[config.mk]
export PLATFORM = sky130hd
export DESIGN_NAME = dram_refresh_seq
export DESIGN_NICKNAME = d
export VERILOG_FILES = /design/src/rtl/dram_seq_pkg.sv /design/src/rtl/dram_seq_timer.sv /design/src/rtl/dram_strobe_engine.sv /design/src/rtl/dram_refresh_seq.sv
export SDC_FILE = /design/constraint.sdc
export NUM_CORES = 1
export LEC_CHECK = 0
export BUFFER_PORTS_ARGS = -buffer_cell sky130_fd_sc_hd__buf_2
export CAP_MARGIN = 40
export CORE_MARGIN = 2
export CORE_UTILIZATION = 60
export DETAILED_ROUTE_END_ITERATION = 10
export PLACE_DENSITY = 0.78
export SLEW_MARGIN = 10
export SYNTH_ARGS = -nofsm -noshare
export SYNTH_HDL_FRONTEND = slang
export SYNTH_HIERARCHICAL = 1
export SYNTH_SLANG_ARGS = --single-unit
[constraint.sdc]
create_clock -name clk -period 3.3 [get_ports clk]
set_input_delay 0.99 -clock clk [delete_from_list [all_inputs] [get_ports clk]]
set_output_delay 0.99 -clock clk [all_outputs]
set_load 0.05 [all_outputs]
[src/rtl/dram_seq_pkg.sv]
package dram_seq_pkg;

  typedef enum logic [2:0] {
    SQ_PAUSE,
    SQ_INIT,
    SQ_IDLE,
    SQ_REF,
    SQ_PRE,
    SQ_SELF,
    SQ_POST
  } seq_st_e;

  typedef enum logic [1:0] {
    EG_IDLE,
    EG_CSR,
    EG_RAS,
    EG_RP
  } eng_st_e;

endpackage

[src/rtl/dram_seq_timer.sv]
module dram_seq_timer #(
  parameter int unsigned W       = 8,
  parameter int unsigned RST_VAL = 0
) (
  input  logic         clk,
  input  logic         rst_n,
  input  logic         load_i,
  input  logic [W-1:0] load_val_i,
  input  logic         en_i,
  output logic         zero_o
);

  logic [W-1:0] cnt_q, cnt_d;

  always_comb begin
    cnt_d = cnt_q;
    if (load_i) begin
      cnt_d = load_val_i;
    end else if (en_i && (cnt_q != '0)) begin
      cnt_d = cnt_q - W'(1);
    end
  end

  always_ff @(posedge clk or negedge rst_n) begin
    if (!rst_n) begin
      cnt_q <= W'(RST_VAL);
    end else begin
      cnt_q <= cnt_d;
    end
  end

  assign zero_o = (cnt_q == '0);

endmodule

[src/rtl/dram_strobe_engine.sv]
module dram_strobe_engine
  import dram_seq_pkg::*;
#(
  parameter int unsigned T_CSR = 3,
  parameter int unsigned T_RAS = 15,
  parameter int unsigned T_RP  = 12,
  parameter int unsigned CW    = 13
) (
  input  logic          clk,
  input  logic          rst_n,
  input  logic          start_i,
  input  logic [CW-1:0] count_i,
  input  logic          hold_i,
  output logic          ras_n_o,
  output logic          cas_n_o,
  output logic          done_o
);

  localparam int unsigned TMAX0 = (T_CSR > T_RAS) ? T_CSR : T_RAS;
  localparam int unsigned TMAX  = (TMAX0 > T_RP) ? TMAX0 : T_RP;
  localparam int unsigned TW    = $clog2(TMAX + 1);

  eng_st_e       st_q, st_d;
  logic [TW-1:0] tcnt_q, tcnt_d;
  logic [CW-1:0] rem_q, rem_d;
  logic          t_zero;

  assign t_zero = (tcnt_q == '0);
  assign done_o = (st_q == EG_RP) && t_zero && (rem_q == CW'(1));

  always_comb begin
    st_d   = st_q;
    tcnt_d = tcnt_q;
    rem_d  = rem_q;
    unique case (st_q)
      EG_IDLE: begin
        if (start_i) begin
          st_d   = EG_CSR;
          tcnt_d = TW'(T_CSR - 1);
          rem_d  = count_i;
        end
      end
      EG_CSR: begin
        if (t_zero) begin
          st_d   = EG_RAS;
          tcnt_d = TW'(T_RAS - 1);
        end else begin
          tcnt_d = tcnt_q - TW'(1);
        end
      end
      EG_RAS: begin
        if (!t_zero) begin
          tcnt_d = tcnt_q - TW'(1);
        end else if (!hold_i) begin
          st_d   = EG_RP;
          tcnt_d = TW'(T_RP - 1);
        end
      end
      EG_RP: begin
        if (!t_zero) begin
          tcnt_d = tcnt_q - TW'(1);
        end else if (rem_q > CW'(1)) begin
          st_d   = EG_CSR;
          tcnt_d = TW'(T_CSR - 1);
          rem_d  = rem_q - CW'(1);
        end else if (start_i) begin
          st_d   = EG_CSR;
          tcnt_d = TW'(T_CSR - 1);
          rem_d  = count_i;
        end else begin
          st_d = EG_IDLE;
        end
      end
      default: st_d = EG_IDLE;
    endcase
  end

  always_ff @(posedge clk or negedge rst_n) begin
    if (!rst_n) begin
      st_q   <= EG_IDLE;
      tcnt_q <= '0;
      rem_q  <= '0;
    end else begin
      st_q   <= st_d;
      tcnt_q <= tcnt_d;
      rem_q  <= rem_d;
    end
  end

  assign cas_n_o = !((st_q == EG_CSR) || (st_q == EG_RAS));
  assign ras_n_o = !(st_q == EG_RAS);

endmodule

[src/rtl/dram_refresh_seq.sv]
module dram_refresh_seq
  import dram_seq_pkg::*;
#(
  parameter int unsigned PAUSE_CYC = 50000,
  parameter int unsigned INIT_CYC  = 8,
  parameter int unsigned ROWS      = 4096,
  parameter int unsigned INTERVAL  = 3900,
  parameter int unsigned T_CSR     = 3,
  parameter int unsigned T_RAS     = 15,
  parameter int unsigned T_RP      = 12
) (
  input  logic clk,
  input  logic rst_n,
  input  logic distrib_mode_i,
  input  logic ref_gnt_i,
  input  logic sr_req_i,
  output logic ref_req_o,
  output logic ref_busy_o,
  output logic ready_o,
  output logic sr_ack_o,
  output logic ras_n_o,
  output logic cas_n_o
);

  localparam int unsigned CMAX  = (ROWS > INIT_CYC) ? ROWS : INIT_CYC;
  localparam int unsigned CW    = $clog2(CMAX + 1);
  localparam int unsigned PW    = $clog2(PAUSE_CYC + 1);
  localparam int unsigned PER_D = INTERVAL;
  localparam int unsigned PER_B = INTERVAL * ROWS;
  localparam int unsigned IW    = $clog2(PER_B + 1);

  seq_st_e       st_q, st_d;
  logic          pend_q, pend_d;
  logic          pol_q, pol_d;
  logic          eng_start;
  logic [CW-1:0] eng_count;
  logic          eng_hold;
  logic          eng_done;
  logic          pause_zero;
  logic          iv_run, iv_zero, iv_load, iv_expire;
  logic [IW-1:0] iv_period;

  // power-up quiet period
  dram_seq_timer #(
    .W       (PW),
    .RST_VAL (PAUSE_CYC - 1)
  ) u_pause (
    .clk        (clk),
    .rst_n      (rst_n),
    .load_i     (1'b0),
    .load_val_i ('0),
    .en_i       (st_q == SQ_PAUSE),
    .zero_o     (pause_zero)
  );

  // periodic refresh interval
  assign iv_run    = (st_q == SQ_IDLE) || (st_q == SQ_REF);
  assign iv_expire = iv_run && iv_zero;
  assign iv_load   = iv_expire || !iv_run;
  assign iv_period = distrib_mode_i ? IW'(PER_D - 1) : IW'(PER_B - 1);

  dram_seq_timer #(
    .W       (IW),
    .RST_VAL (PER_D - 1)
  ) u_interval (
    .clk        (clk),
    .rst_n      (rst_n),
    .load_i     (iv_load),
    .load_val_i (iv_period),
    .en_i       (iv_run),
    .zero_o     (iv_zero)
  );

  assign eng_hold = (st_q == SQ_SELF) && sr_req_i;

  dram_strobe_engine #(
    .T_CSR (T_CSR),
    .T_RAS (T_RAS),
    .T_RP  (T_RP),
    .CW    (CW)
  ) u_engine (
    .clk     (clk),
    .rst_n   (rst_n),
    .start_i (eng_start),
    .count_i (eng_count),
    .hold_i  (eng_hold),
    .ras_n_o (ras_n_o),
    .cas_n_o (cas_n_o),
    .done_o  (eng_done)
  );

  always_comb begin
    st_d      = st_q;
    pend_d    = pend_q || iv_expire;
    pol_d     = pol_q;
    eng_start = 1'b0;
    eng_count = CW'(1);
    unique case (st_q)
      SQ_PAUSE: begin
        if (pause_zero) begin
          st_d      = SQ_INIT;
          eng_start = 1'b1;
          eng_count = CW'(INIT_CYC);
        end
      end
      SQ_INIT: begin
        if (eng_done) st_d = SQ_IDLE;
      end
      SQ_IDLE: begin
        if (sr_req_i) begin
          pend_d    = 1'b0;
          pol_d     = distrib_mode_i;
          eng_start = 1'b1;
          if (distrib_mode_i) begin
            st_d      = SQ_SELF;
            eng_count = CW'(1);
          end else begin
            st_d      = SQ_PRE;
            eng_count = CW'(ROWS);
          end
        end else if (pend_q && ref_gnt_i) begin
          st_d      = SQ_REF;
          pend_d    = 1'b0;
          eng_start = 1'b1;
          eng_count = distrib_mode_i ? CW'(1) : CW'(ROWS);
        end
      end
      SQ_REF: begin
        if (eng_done) st_d = SQ_IDLE;
      end
      SQ_PRE: begin
        if (eng_done) begin
          st_d      = SQ_SELF;
          eng_start = 1'b1;
          eng_count = CW'(1);
        end
      end
      SQ_SELF: begin
        if (eng_done) begin
          st_d      = SQ_POST;
          eng_start = 1'b1;
          eng_count = pol_q ? CW'(1) : CW'(ROWS);
        end
      end
      SQ_POST: begin
        pend_d = 1'b0;
        if (eng_done) st_d = SQ_IDLE;
      end
      default: st_d = SQ_PAUSE;
    endcase
  end

  always_ff @(posedge clk or negedge rst_n) begin
    if (!rst_n) begin
      st_q   <= SQ_PAUSE;
      pend_q <= 1'b0;
      pol_q  <= 1'b0;
    end else begin
      st_q   <= st_d;
      pend_q <= pend_d;
      pol_q  <= pol_d;
    end
  end

  assign ref_req_o  = pend_q;
  assign ready_o    = (st_q == SQ_IDLE) || (st_q == SQ_REF);
  assign ref_busy_o = (st_q != SQ_IDLE) && (st_q != SQ_PAUSE);
  assign sr_ack_o   = (st_q == SQ_SELF) && !ras_n_o;

endmodule

== Word-level counts from Yosys, hierarchy flattened ==
Cells that the tools add are included.

* Input port bits: 5
* Output and inout bits: 6
* Logic and storage cells: 112
* Bits in registers: 64

* Equal/unequal tests: 22
* Magnitude comparators: 1
* Add/sub/neg operators: 4
* Reduce and logical (&&, ||, !) cells: 32
* Muxes and demuxes: 45

{| class="wikitable"
|+ Operators by type and width
! kind !! count
|-
| 13-bit 2-to-1 mux || 8
|-
| 24-bit 2-to-1 mux || 3
|-
| 13-bit case mux with 3 select lines || 1
|-
| 4-bit 2-to-1 mux || 7
|-
| 13-bit case mux with 2 select lines || 1
|-
| 24-bit zero test || 1
|-
| 24-bit nonzero test || 1
|-
| 24-bit by 1-bit subtractor with 24-bit output (second input constant) || 1
|-
| 3-bit 2-to-1 mux || 6
|-
| 16-bit zero test || 1
|-
| 4-bit case mux with 4 select lines || 1
|-
| 16-bit nonzero test || 1
|-
| 16-bit by 1-bit subtractor with 16-bit output (second input constant) || 1
|-
| 3-bit case mux with 5 select lines || 1
|-
| 13-bit by 1-bit equality test with 1-bit output (second input constant) || 1
|-
| 13-bit by 1-bit > comparator with 1-bit output (second input constant) || 1
|-
| 13-bit by 1-bit subtractor with 13-bit output (second input constant) || 1
|-
| 2-bit 2-to-1 mux || 6
|-
| 2-bit inequality test (second input constant) || 5
|-
| 5-bit AND reduction || 2
|-
| 3-bit equality test (second input constant) || 3
|-
| 1-bit logical AND || 9
|-
| 1-bit 2-to-1 mux || 8
|-
| 2-bit by 1-bit inequality test with 1-bit output (second input constant) || 4
|-
| other kinds (20) || 30
|}

== Logic depth before layout (Yosys ltp) ==
Gate-level depths: netlist (run 1).

* Word-level depth: 9
* Gate-level depth with buffers: 13

== Hierarchy ==
Netlist (run 1), hierarchy kept.

{| class="wikitable"
|+ By module, submodules not included
! module !! sequential area each (µm²) !! area each (µm²) !! cells each !! times used
|-
| dram_seq_timer at u_interval || 611.8 || 1503.9 || 168 || 1
|-
| dram_strobe_engine || 475.5 || 1453.9 || 174 || 1
|-
| dram_seq_timer at u_pause || 411.6 || 1074.8 || 124 || 1
|-
| dram_refresh_seq || 125.1 || 381.6 || 49 || 1
|}

== Least setup slack after synthesis (run 1) ==
Ideal clock, no wire load.

* Path type: reg-to-reg
* Start: reg st_q[1] (netlist name)
* End: reg u_interval.cnt_q[20]
* Path buffers: 1
* Setup slack: 0.646 ns
* Clock period less this slack: 2.654 ns
* Arrival time: 2.527 ns
* Cell stages (with the launch flop): 9
* Cells stage by stage: dfrtp_1 buf_2 inv_2 nor2_1 and4bb_2 nand3_1 nor4_1 xnor2_1 o21ai_0

{| class="wikitable"
|+ RTL lines
! item !! RTL line !! RTL
|-
| end signal: assignment || dram_seq_timer.sv:26 || <nowiki>cnt_q <= W'(RST_VAL);</nowiki>
|-
| end signal: assignment || dram_seq_timer.sv:28 || <nowiki>cnt_q <= cnt_d;</nowiki>
|-
| end: declaration || dram_seq_timer.sv:13 || <nowiki>logic [W-1:0] cnt_q, cnt_d;</nowiki>
|}

== Worst setup path after layout (run 1) ==
* Start: reg u_pause.cnt_q[0]
* End: reg u_engine.rem_q[3]

* Word-level cells in the longest chain between the ends: 7
* Elaborated cells between the ends (all ways): 9
* Those cells by class: mux: 8; reduce/logical: 1

{| class="wikitable"
|+ RTL lines
! item !! RTL line !! RTL
|-
| start: declaration || dram_seq_timer.sv:13 ||
|-
| start signal: assignment || dram_seq_timer.sv:26 ||
|-
| start signal: assignment || dram_seq_timer.sv:28 ||
|-
| 16-bit zero test (*) || dram_seq_timer.sv:32 || <nowiki>assign zero_o = (cnt_q == '0);</nowiki>
|-
| net pause_zero || dram_refresh_seq.sv:39 || <nowiki>logic pause_zero;</nowiki>
|-
| 4-bit 2-to-1 mux (*) || dram_refresh_seq.sv:100 || <nowiki>if (pause_zero) begin</nowiki>
|-
| 13-bit case mux with 3 select lines (*) || dram_refresh_seq.sv:98 || <nowiki>unique case (st_q)</nowiki>
|-
| net eng_count[3] || dram_refresh_seq.sv:36 || <nowiki>logic [CW-1:0] eng_count;</nowiki>
|-
| 13-bit 2-to-1 mux (*) || dram_strobe_engine.sv:37, dram_strobe_engine.sv:66 ||
|-
| 13-bit 2-to-1 mux || dram_strobe_engine.sv:62 || <nowiki>end else if (rem_q > CW'(1)) begin</nowiki>
|-
| 13-bit 2-to-1 mux || dram_strobe_engine.sv:60 || <nowiki>if (!t_zero) begin</nowiki>
|-
| 13-bit case mux with 2 select lines (*) || dram_strobe_engine.sv:35 || <nowiki>unique case (st_q)</nowiki>
|-
| end signal: assignment || dram_strobe_engine.sv:86 || <nowiki>rem_q <= rem_d;</nowiki>
|-
| end: declaration || dram_strobe_engine.sv:25 || <nowiki>logic [CW-1:0] rem_q, rem_d;</nowiki>
|}

Mark *: on every way through the listed nets, which the timed path passes. The rest lies on a longest branch. The select of a mux whose other input is x is not followed.
A chain may end at the register's enable or synchronous reset.

==> metrics.md, run 1 <==
| Metric | Value |
|---|---|
| Clk sinks | 64 |
| Post-layout worst setup margin | 0.315 ns |
| RSZ-0062 raised after global routing | false |
| Max-slew violation count | 0 |
| Vias per cell | 5.83 |
| Post-synth EDFFs | 0 |
| Flops & latches, synth | 64 |
| Period utilization | 90.4% |
| Worst slew margin | 52.0% |
| Global Route Usage Sum | 26.1% |
| Via count | 3895 |
| Yosys top cell area share | 26.1% |
| Worst-Margin Slew | 0.713 ns |
| VDD IR max | 0.000549 V |
| Die Wd | 89.8 um |
| Critical Setup Path Class | reg2reg |
| Cell Pwr Density | 594 nW/um^2 |
| Synth top area cells | dfrtp_1, dfstp_2, nand2_1 |
| DP Area | 4710 um^2 |
| Post-CTS Hold Fix Bufs | 0 |
| Cell taking the most area after synthesis | dfrtp_1 |
| Clk Latency, worst-skew pair | 0.35 ns |
| Final HPWL DP | 7.00 mm |
| Post-synth top flop | dfrtp_1 |
| Pre-CTS WS | 0.197 ns |
| Ant diodes | 0 |
| Root Buffer | clkbuf_8 |
| Synth warn | 6 |
| IO Port Bufs | 10 |
| First-pass GRT wire length | 17.5 mm |
| Total Routed Length | 9.86 mm |
| Area growth, synth to finish | 11.7% |
| Seq/Total Area, Yosys | 36.8% |
| Worst r2r path cells | 10 |
| Share of layout cells above drive strength 1 | 14.8% |
| Initial Utilization | 61.5% |
| Antenna Nets Post-Route | 0 |
| Number of DRC markers in iteration 0 | 230 |
| Final hold vios | 0 |
| TNS Setup | 0 ns |
| Fin util | 68.7% |
| TritonCTS Buffers | 9 |
| CP max FO | 10 |
| TritonRoute pass-1 iters | 5 |
| Hold Path Class | reg2reg |
| Synth Instances | 515 |
| Per-cell routed wire length | 14.8 um |
| Max_cap viols | 0 |
| GRT overflow | 0 |
| Asr flop ratio synth | 100% |
| Largest net degree at the start of global routing | 44 |
| Worst hold stages | 1 |
| Chip height | 89.8 um |
| Maximum clock path buffer count | 2 |
| # setup viols final | 0 |
| DRC errors left | 0 |
| Worst clock skew | 0.00615 ns |
| Row cnt | 31 |
| Number of global-route vias before repair | 3788 |
| Initial antenna violation count | 0 |
| Clk pin slew, worst setup/hold paths | 0.07 ns |
| IO Count | 11 |
| Pleak | 1.99 nW |
| CP arrival | 3.24 ns |
| Cell Area, Synth | 4410 um^2 |
| CTS tree | yes |
| Worst EP required | 3.56 ns |
| Htree depth | 3 |
| Critical path endpoint category | flip-flop |
| Critical Path Start Type | flip-flop |
| Filler cells | 599 |
| GPL Wtd Cong | 0.947 |
| Die area | 8060 um^2 |
| Mean Syn Cell Area | 8.57 um^2 |
| Post-layout nets | 580 |
| Post-route minimum period | 2.98 ns |
| Final Cell Area | 4930 um^2 |
| Yosys cell types | 79 |
| Fmax achieved | 335 MHz |
| Status | finished clean |
| Core area | 7180 um^2 |
## Yosys cell counts, types with 4 or more instances
cell / number
nand4_1: 9
inv_1: 28
dfstp_2: 18
o21ai_1: 15
buf_6: 4
and2_1: 5
nand3_1: 12
nand2b_1: 6
nor2_1: 49
o211ai_1: 7
dfrtp_1: 46
nor2b_1: 6
buf_2: 8
o21ai_0: 29
mux2i_1: 6
xor2_1: 8
nor3_1: 21
ha_1: 11
nor4_1: 14
or4_1: 8
or3_1: 5
nand2_1: 56
a21oi_1: 30
o22ai_1: 6
xnor2_1: 14
a31oi_1: 7
clkbuf_1: 8
## per-layer routing
layer / vias to the layer above / wire, um / track usage (%)
met5: - / 0 / 0
met4: 0 / 209 / 9.10
met3: 20 / 424 / 4.61
met2: 97 / 4720 / 43.8
met1: 1832 / 4500 / 34.4
li1: 1946 / - / -
## path summary, 6_finish.rpt
kind	from	to	slack, ns
max	u_pause/cnt_q[0]$_DFFE_PN1P_	u_engine/rem_q[3]$_DFFE_PN0P_	0.32
min	pol_q$_DFFE_PN0P_	pol_q$_DFFE_PN0P_	0.48
max reg2reg	u_pause/cnt_q[0]$_DFFE_PN1P_	u_engine/rem_q[3]$_DFFE_PN0P_	0.32
min reg2reg	pol_q$_DFFE_PN0P_	pol_q$_DFFE_PN0P_	0.48
max in group asynchronous	rst_n	u_interval/cnt_q[10]$_DFFE_PN1P_	2.02
min in group asynchronous	rst_n	u_pause/cnt_q[13]$_DFFE_PN0P_	0.61
## sequential cells by signal, summed over array words and instances (netlist names)
signal and count:
u_engine/rem_q 13, st_q 3, u_engine/st_q 2, u_engine/tcnt_q 4, pol_q 1, u_interval/cnt_q 24
u_pause/cnt_q 16, ref_req_o 1
## stage by stage
step	instances	power, W	hold slack, ns
5_1_grt	668	0.00313	0.524
2_1_floorplan	552	0.00195	0.448
3_5_place_dp	652	0.00219	0.470
3_3_place_gp	652	0.00214	0.471
6_report	668	0.00293	0.483
4_1_cts	668	0.00293	0.488
## placed cells by master (no fill, tap or decap), types with 7 or more instances in the layout
cell type / count
conb_1: 39
a31oi_1: 7
o21ai_0: 29
xor2_1: 8
nand3_1: 12
or4_1: 8
nor2_1: 49
buf_2: 10
dfrtp_1: 46
o21ai_1: 15
xnor2_1: 14
nand2_1: 56
o211ai_1: 7
a21oi_1: 30
ha_1: 11
inv_1: 28
buf_4: 12
nand4_1: 9
dfstp_2: 18
nor3_1: 21
clkbuf_8: 13
nor4_1: 14
## repair_timing
item,in CTS,in global routing
resized for setup,0,1
endpoints found under the setup margin,0,8
setup buffers,0,0
## kinds of logic (layout without fill, tap and decap cells)
family	count (synthesis)	in the layout	synth area share (%)
flip-flops	64	64	36.8
XOR/XNOR	22	22	4.37
other	2	39	0.170
adder cells (fa/ha/maj)	11	11	3.12
buffers and inverters	51	68	5.41
multiplexers	8	8	1.87
AO/OA/AOI/OAI	134	134	20.3
AND/OR/NAND/NOR	223	223	28.0
## area by class of cell
cell class	count	area, um^2	share of cell area, %
multi-input cells	437	2700	54.7
flip-flops and latches	64	1620	32.9
clock buffers	14	183	3.70
repair buffers	23	160	3.25
well taps	99	124	2.51
inverters	29	109	2.21
clock inverters	2	35.0	0.710
## report_power, final
group | switching, W | leakage (nW) | total (W) | internal (W)
clock | 0.000308 | 0.113 | 0.000739 | 0.000431
sequential | 0.000213 | 0.726 | 0.00116 | 0.000946
combinational | 0.000635 | 1.15 | 0.00103 | 0.000395
total | 0.00116 | 1.99 | 0.00293 | 0.00177
## critical path, cell delays in order (launching register included)
cell      delay, ns
dfstp_2        0.38
inv_1          0.09
ha_1           0.21
nor4b_2        0.36
nand4_1        0.31
inv_1          0.15
and2_1         0.18
a311o_1        0.37
o21a_1         0.45
a21oi_1        0.14
a311oi_1       0.25
(Power assumes the default switching activity.)
==> run 2: changes to the inputs <==
CORE_MARGIN = unset   (was 2)
==> metrics.md, run 2 (synthesized netlist as in run 1, its figures left out) <==
| Metric | Value |
|---|---|
| Worst hold stages | 1 |
| TritonCTS Buffers | 9 |
| Maximum clock path buffer count | 2 |
| Post-CTS setup buffer count | 0 |
| Initial Utilization | 63.6% |
| CP arrival | 3.17 ns |
| TritonRoute pass-1 iters | 5 |
| Met2 usage | 42.1% |
| CP max FO | 10 |
| Worst EP required | 3.55 ns |
| RSZ-0062 raised after global routing | false |
| Clk sinks | 64 |
| Vias per cell | 5.76 |
| Htree depth | 3 |
| Top cell family by delay on the critical path | compound AO/OA/AOI/OAI gates |
| Final hold vios | 0 |
| Hold Path Class | reg2reg |
| Worst slew margin | 51.6% |
| Top reg by flops | u_interval/cnt_q |
| Fmax achieved | 342 MHz |
| Die area | 7700 um^2 |
| Critical path endpoint category | flip-flop |
| Worst clock skew | 0.0114 ns |
| Worst r2r path cells | 10 |
| Largest net degree at the start of global routing | 65 |
| Hold endpoint | pol_q$_DFFE_PN0P_ |
| Clk Latency, worst-skew pair | 0.35 ns |
| GR peak layer | met2 |
| CTS tree | yes |
| Number of DRC markers in iteration 0 | 183 |
| GRT met1 Usage | 37.2% |
| Critical Path Start Type | flip-flop |
| Commonest non-fill, non-tap cells in the layout | nand2_1, nor2_1, dfrtp_1 |
| GRT overflow | 0 |
| GPL Wtd Cong | 0.920 |
| Root Buffer | clkbuf_8 |
| Crit-path cells | inv_1 -> ha_1 -> nor4b_2 -> nand4_1 -> inv_1 -> and2_1 -> a311o_1 -> o21a_1 -> a21oi_1 -> a311oi_1 |
| Period utilization | 88.5% |
| Crit-path slowest cell | o21a_1 |
| CP bufs+invs | 2 |
| Via count | 3810 |
| Final HPWL DP | 6.65 mm |
| DRC errors left | 0 |
| Chip height | 87.8 um |
| Routing usage on met3 | 6.79% |
| Reg2reg start | u_pause/cnt_q[0]$_DFFE_PN1P_ |
| Critical Setup Path Class | reg2reg |
| IO Port Bufs | 10 |
| Pre-CTS WS | 0.206 ns |
| Top cell by count, worst path | inv_1 |
| Max incr delay on CP | 0.43 ns |
| Status | finished clean |
| Clk pin slew, worst setup/hold paths | 0.08 ns |
| IO Count | 11 |
| Initial antenna violation count | 0 |
| Max_cap viols | 0 |
| Per-cell routed wire length | 14.4 um |
| R2R Path End | u_engine/rem_q[3]$_DFFE_PN0P_ |
| Worst-Margin Slew | 0.727 ns |
| Ant diodes | 0 |
| Max-slew violation count | 0 |
| Fin util | 69.9% |
| Largest register FFs | 24 |
| Number of global-route vias before repair | 3563 |
| Cell Pwr Density | 575 nW/um^2 |
| Row cnt | 30 |
| Share of layout cells above drive strength 1 | 14.3% |
| Filler cells | 572 |
| Post-layout nets | 576 |
| Biggest regs | u_interval/cnt_q (24), u_pause/cnt_q (16), u_engine/rem_q (13) |
| Post-route minimum period | 2.92 ns |
| # setup viols final | 0 |
| Most common cell after layout, fill and taps aside | nand2_1 |
| Worst Hold Launch | pol_q$_DFFE_PN0P_ |
| Post-layout worst setup margin | 0.380 ns |
| TNS Setup | 0 ns |
| Core area | 6940 um^2 |
| Total Routed Length | 9.54 mm |
| Antenna Nets Post-Route | 0 |
| Pleak | 1.94 nW |
| Die Wd | 87.8 um |
| Area growth, synth to finish | 9.89% |
| Global Route Usage Sum | 27.1% |
| VDD IR max | 0.000657 V |
| Reg2reg setup slack | 0.38 ns |
| First-pass GRT wire length | 16.3 mm |
## run 2: cell types whose count changed in the layout (fill, tap and decap cells not counted), sizes merged
cell      delta
buf          -4
bufinv       -1
clkbuf       -5
clkinv       +3
clkinvlp     +2
inv          +1
## run 2: worst max path at each step
stage                                       startpoint                          endpoint  slack [ns]  cells past startpoint
after floorplan                    st_q[1]$_DFFE_PN0P_  u_interval/cnt_q[20]$_DFFE_PN0P_        0.65                      8
after global placement    u_pause/cnt_q[0]$_DFFE_PN1P_     u_engine/rem_q[3]$_DFFE_PN0P_        0.41                     10
after detailed placement  u_pause/cnt_q[0]$_DFFE_PN1P_     u_engine/rem_q[3]$_DFFE_PN0P_        0.21                     10
after CTS                 u_pause/cnt_q[0]$_DFFE_PN1P_     u_engine/rem_q[3]$_DFFE_PN0P_        0.18                     10
after global routing      u_pause/cnt_q[0]$_DFFE_PN1P_     u_engine/rem_q[3]$_DFFE_PN0P_        0.12                     10
final                     u_pause/cnt_q[0]$_DFFE_PN1P_     u_engine/rem_q[3]$_DFFE_PN0P_        0.38                     10
## run 2: timing repair
item / in CTS / in global routing
setup endpoints to repair: 0 / 6
hold buffers: 0 / 0
gates resized for setup: 0 / 1
## run 2: power by group
group          switching (W)  internal [W]  leakage (nW)  total, W
clock               0.000327      0.000272        0.0854  0.000598
combinational       0.000646      0.000388          1.13   0.00103
sequential          0.000214      0.000945         0.726   0.00116
total                0.00119       0.00161          1.94   0.00279
## run 2: per-layer routing
metal,routed length [um],vias up
li1,-,1932
met1,4610,1782
met3,451,14
met4,110,0
met5,0,-
met2,4370,82
## run 2: stage by stage
| stage | total power (W) | cell area, um^2 | std cells | hold WS [ns] |
|---|---|---|---|---|
| 4_1_cts | 0.00280 | 4840 | 661 | 0.490 |
| 6_report | 0.00279 | 4850 | 661 | 0.485 |
| 2_1_floorplan | 0.00195 | 4550 | 552 | 0.448 |
| 3_5_place_dp | 0.00219 | 4670 | 645 | 0.471 |
| 5_1_grt | 0.00299 | 4850 | 661 | 0.506 |
| 3_3_place_gp | 0.00214 | 4670 | 645 | 0.460 |
## run 2: layout make-up
cell class,instances,area [um^2],area share (%)
timing repair buffer,19,130,2.68
clock inverter,7,47.5,0.980
inverter,29,109,2.24
sequential,64,1620,33.5
multi-input combinational,437,2700,55.6
clock buffer,9,124,2.55
tap,96,120,2.48
## run 2: worst reg2reg max path: stages, from the launching register on
cell and delay, ns:
dfstp_2 0.38, inv_1 0.08, ha_1 0.21, nor4b_2 0.35
nand4_1 0.30, inv_1 0.14, and2_1 0.18, a311o_1 0.37
o21a_1 0.43, a21oi_1 0.12, a311oi_1 0.27
==> run 3: changes to the inputs <==
ABC_AREA = 1   (was unset)
==> metrics.md, run 3 <==
| Metric | Value |
|---|---|
| Switching power | 0.00291 W |
| TNS Setup | 0 ns |
| Max-slew violation count | 0 |
| Largest net degree at the start of global routing | 55 |
| Sequential power share | 29.6% |
| Clk sinks | 64 |
| GRT overflow | 0 |
| Critical Path Start Type | flip-flop |
| Synth top area cells | dfrtp_1, nand2_1, nand3_1 |
| Initial Utilization | 63.0% |
| Worst clock skew | 0.0124 ns |
| CP arrival | 3.04 ns |
| Synth Instances | 813 |
| Share of layout cells above drive strength 1 | 14.5% |
| Htree depth | 3 |
| Cell Area, Synth | 5260 um^2 |
| Final HPWL DP | 8.88 mm |
| RSZ-0062 raised after global routing | false |
| Final hold vios | 0 |
| Largest register FFs | 24 |
| Per-cell routed wire length | 12.7 um |
| Clock power frac | 14.5% |
| First-pass GRT wire length | 21.4 mm |
| Vias per cell | 5.26 |
| Maximum clock path buffer count | 2 |
| Commonest non-fill, non-tap cells in the layout | nand2_1, nand3_1, nor2_1 |
| Chip height | 95.6 um |
| Post-cts sizing count | 0 |
| Cell taking the most area after synthesis | dfrtp_1 |
| DR WL met3 | 674 um |
| GPL Wtd Cong | 0.942 |
| M1 WL | 5.57 mm |
| Seq/Total Area, Yosys | 30.9% |
| Die Wd | 95.6 um |
| Clk Latency, worst-skew pair | 0.35 ns |
| CP max FO | 18 |
| Total Routed Length | 12.3 mm |
| Crit path launch | u_pause/cnt_q[0]$_DFFE_PN1P_ |
| Cell internal pwr | 0.00279 W |
| Post-layout nets | 876 |
| Post-synthesis compound-gate area fraction | 6.67% |
| Post-synth EDFFs | 0 |
| Proportion of synthesized area in mux cells | 0.571% |
| Fin util | 68.9% |
| Critical path endpoint category | flip-flop |
| Initial antenna violation count | 0 |
| Clk pin slew, worst setup/hold paths | 0.08 ns |
| Mean Syn Cell Area | 6.46 um^2 |
| Hold Path Class | reg2reg |
| Simple-gate area share of the yosys netlist | 46.8% |
| R2R Path End | u_engine/rem_q[0]$_DFFE_PN0P_ |
| Worst r2r path cells | 16 |
| Post-CTS setup buffer count | 0 |
| Cell Pwr Density | 993 nW/um^2 |
| Global Route Usage Sum | 29.7% |
| IO Count | 11 |
| Fmax achieved | 357 MHz |
| Net Sw Frac | 51.0% |
| Xor/xnor share of the synthesized area | 3.33% |
| Yosys cell types | 40 |
| Yosys top cell area share | 21.9% |
| Worst EP required | 3.53 ns |
| CTS tree | yes |
| Biggest regs | u_interval/cnt_q (24), u_pause/cnt_q (16), u_engine/rem_q (13) |
| Synth warn | 6 |
| Period utilization | 85.0% |
| VDD IR max | 0.000612 V |
| Flops & latches, synth | 64 |
| IO Port Bufs | 10 |
| Post-route minimum period | 2.80 ns |
| Synth cell count leaders | nand2_1, nand3_1, nor2_1 |
| DRC errors left | 0 |
| Asr flop ratio synth | 100% |
| Most common cell after layout, fill and taps aside | nand2_1 |
| Post-CTS Hold Fix Bufs | 0 |
| Synth Area in Adders | 2.62% |
| Main combinational cell family by area after synthesis | simple AND/OR/NAND/NOR gates |
| TritonRoute pass-1 iters | 5 |
| Ant diodes | 0 |
| Critical Setup Path Class | reg2reg |
| Logic pwr share | 55.9% |
| Die area | 9140 um^2 |
| Row cnt | 33 |
| Core area | 8340 um^2 |
| Pleak | 2.92 nW |
| Post-synth top flop | dfrtp_1 |
| Most frequent cell after synthesis | nand2_1 |
| Antenna Nets Post-Route | 0 |
| Status | finished clean |
| Number of global-route vias before repair | 4866 |
| Worst-Margin Slew | 0.551 ns |
| TritonCTS Buffers | 9 |
| Top Metal Used | met4 |
| Reg2reg setup slack | 0.50 ns |
| Worst slew margin | 63.2% |
| Met2 WL | 5.74 mm |
| Number of DRC markers in iteration 0 | 279 |
| Reg2reg start | u_pause/cnt_q[0]$_DFFE_PN1P_ |
| Max_cap viols | 0 |
| Area growth, synth to finish | 9.29% |
| Top reg by flops | u_interval/cnt_q |
| Root Buffer | clkbuf_8 |
| Via count | 5100 |
| # setup viols final | 0 |
| CP endpoint | u_engine/rem_q[0]$_DFFE_PN0P_ |
[run 3: how the worst min path moves through the flow]
stage	from	to	slack, ns	depth (start not counted)
finish	u_interval/cnt_q[8]$_DFFE_PN1P_	u_interval/cnt_q[8]$_DFFE_PN1P_	0.51	2
floorplan	u_engine/rem_q[12]$_DFFE_PN0P_	u_engine/rem_q[12]$_DFFE_PN0P_	0.47	2
global placement	u_pause/cnt_q[1]$_DFFE_PN1P_	u_pause/cnt_q[1]$_DFFE_PN1P_	0.49	2
detailed placement	u_interval/cnt_q[8]$_DFFE_PN1P_	u_interval/cnt_q[8]$_DFFE_PN1P_	0.50	2
CTS	u_interval/cnt_q[8]$_DFFE_PN1P_	u_interval/cnt_q[8]$_DFFE_PN1P_	0.51	2
global route	u_interval/cnt_q[8]$_DFFE_PN1P_	u_interval/cnt_q[8]$_DFFE_PN1P_	0.52	2
[run 3: metrics by stage]
stage,instance area (um^2),hold WS (ns),cells,total power (W),setup WS (ns)
after floorplan,5410,0.471,854,0.00424,0.669
after global placement,5470,0.490,952,0.00469,0.725
after detailed placement,5510,0.501,954,0.00484,0.577
after CTS,5740,0.514,970,0.00570,0.542
final,5740,0.515,970,0.00570,0.496
after global routing,5740,0.520,970,0.00625,0.176
[run 3: power groups by stage]
| stage | logic (W) | registers, W | clock network, W |
|---|---|---|---|
| after floorplan | 0.00269 | 0.00156 | 0 |
| after CTS | 0.00318 | 0.00168 | 0.000841 |
| after detailed placement | 0.00315 | 0.00169 | 0 |
| final | 0.00319 | 0.00169 | 0.000827 |
| after global routing | 0.00363 | 0.00175 | 0.000871 |
| after global placement | 0.00302 | 0.00167 | 0 |
[run 3: critical path, cell delays in order (launching register included)]
cell	delay, ns
dfstp_2	0.37
inv_1	0.10
ha_1	0.25
inv_1	0.07
nor2_2	0.12
nand3_1	0.12
nor2_2	0.15
nand2_1	0.10
nor4_2	0.31
nand2_1	0.13
o211ai_1	0.20
buf_4	0.31
nor2_1	0.09
a21oi_1	0.14
nand2_1	0.07
nand3_1	0.08
nand2_1	0.06
[run 3: area by class of cell]
type	count	area [um^2]
clock buffer	10	128
clock inverter	6	108
fill	713	2600
inverter	86	323
multi-input combinational	683	3310
sequential	64	1620
tap	105	131
timing repair buffer	16	115
[run 3: layer usage]
metal / track usage (%) / vias to the layer above
met5: 0 / -
met4: 13.9 / 0
met3: 4.55 / 27
met2: 49.4 / 150
met1: 37.8 / 2311
li1: - / 2612
[run 3: cells by family (layout without fill, tap and decap cells)]
group           count (synthesis)  count (layout)
fa+ha+maj                      11              11
compound gates                 57              57
flops                          64              64
simple gates                  549             549
buf+inv                       107             118
mux                             3               3
xor+xnor                       20              20
other cells                     2              43
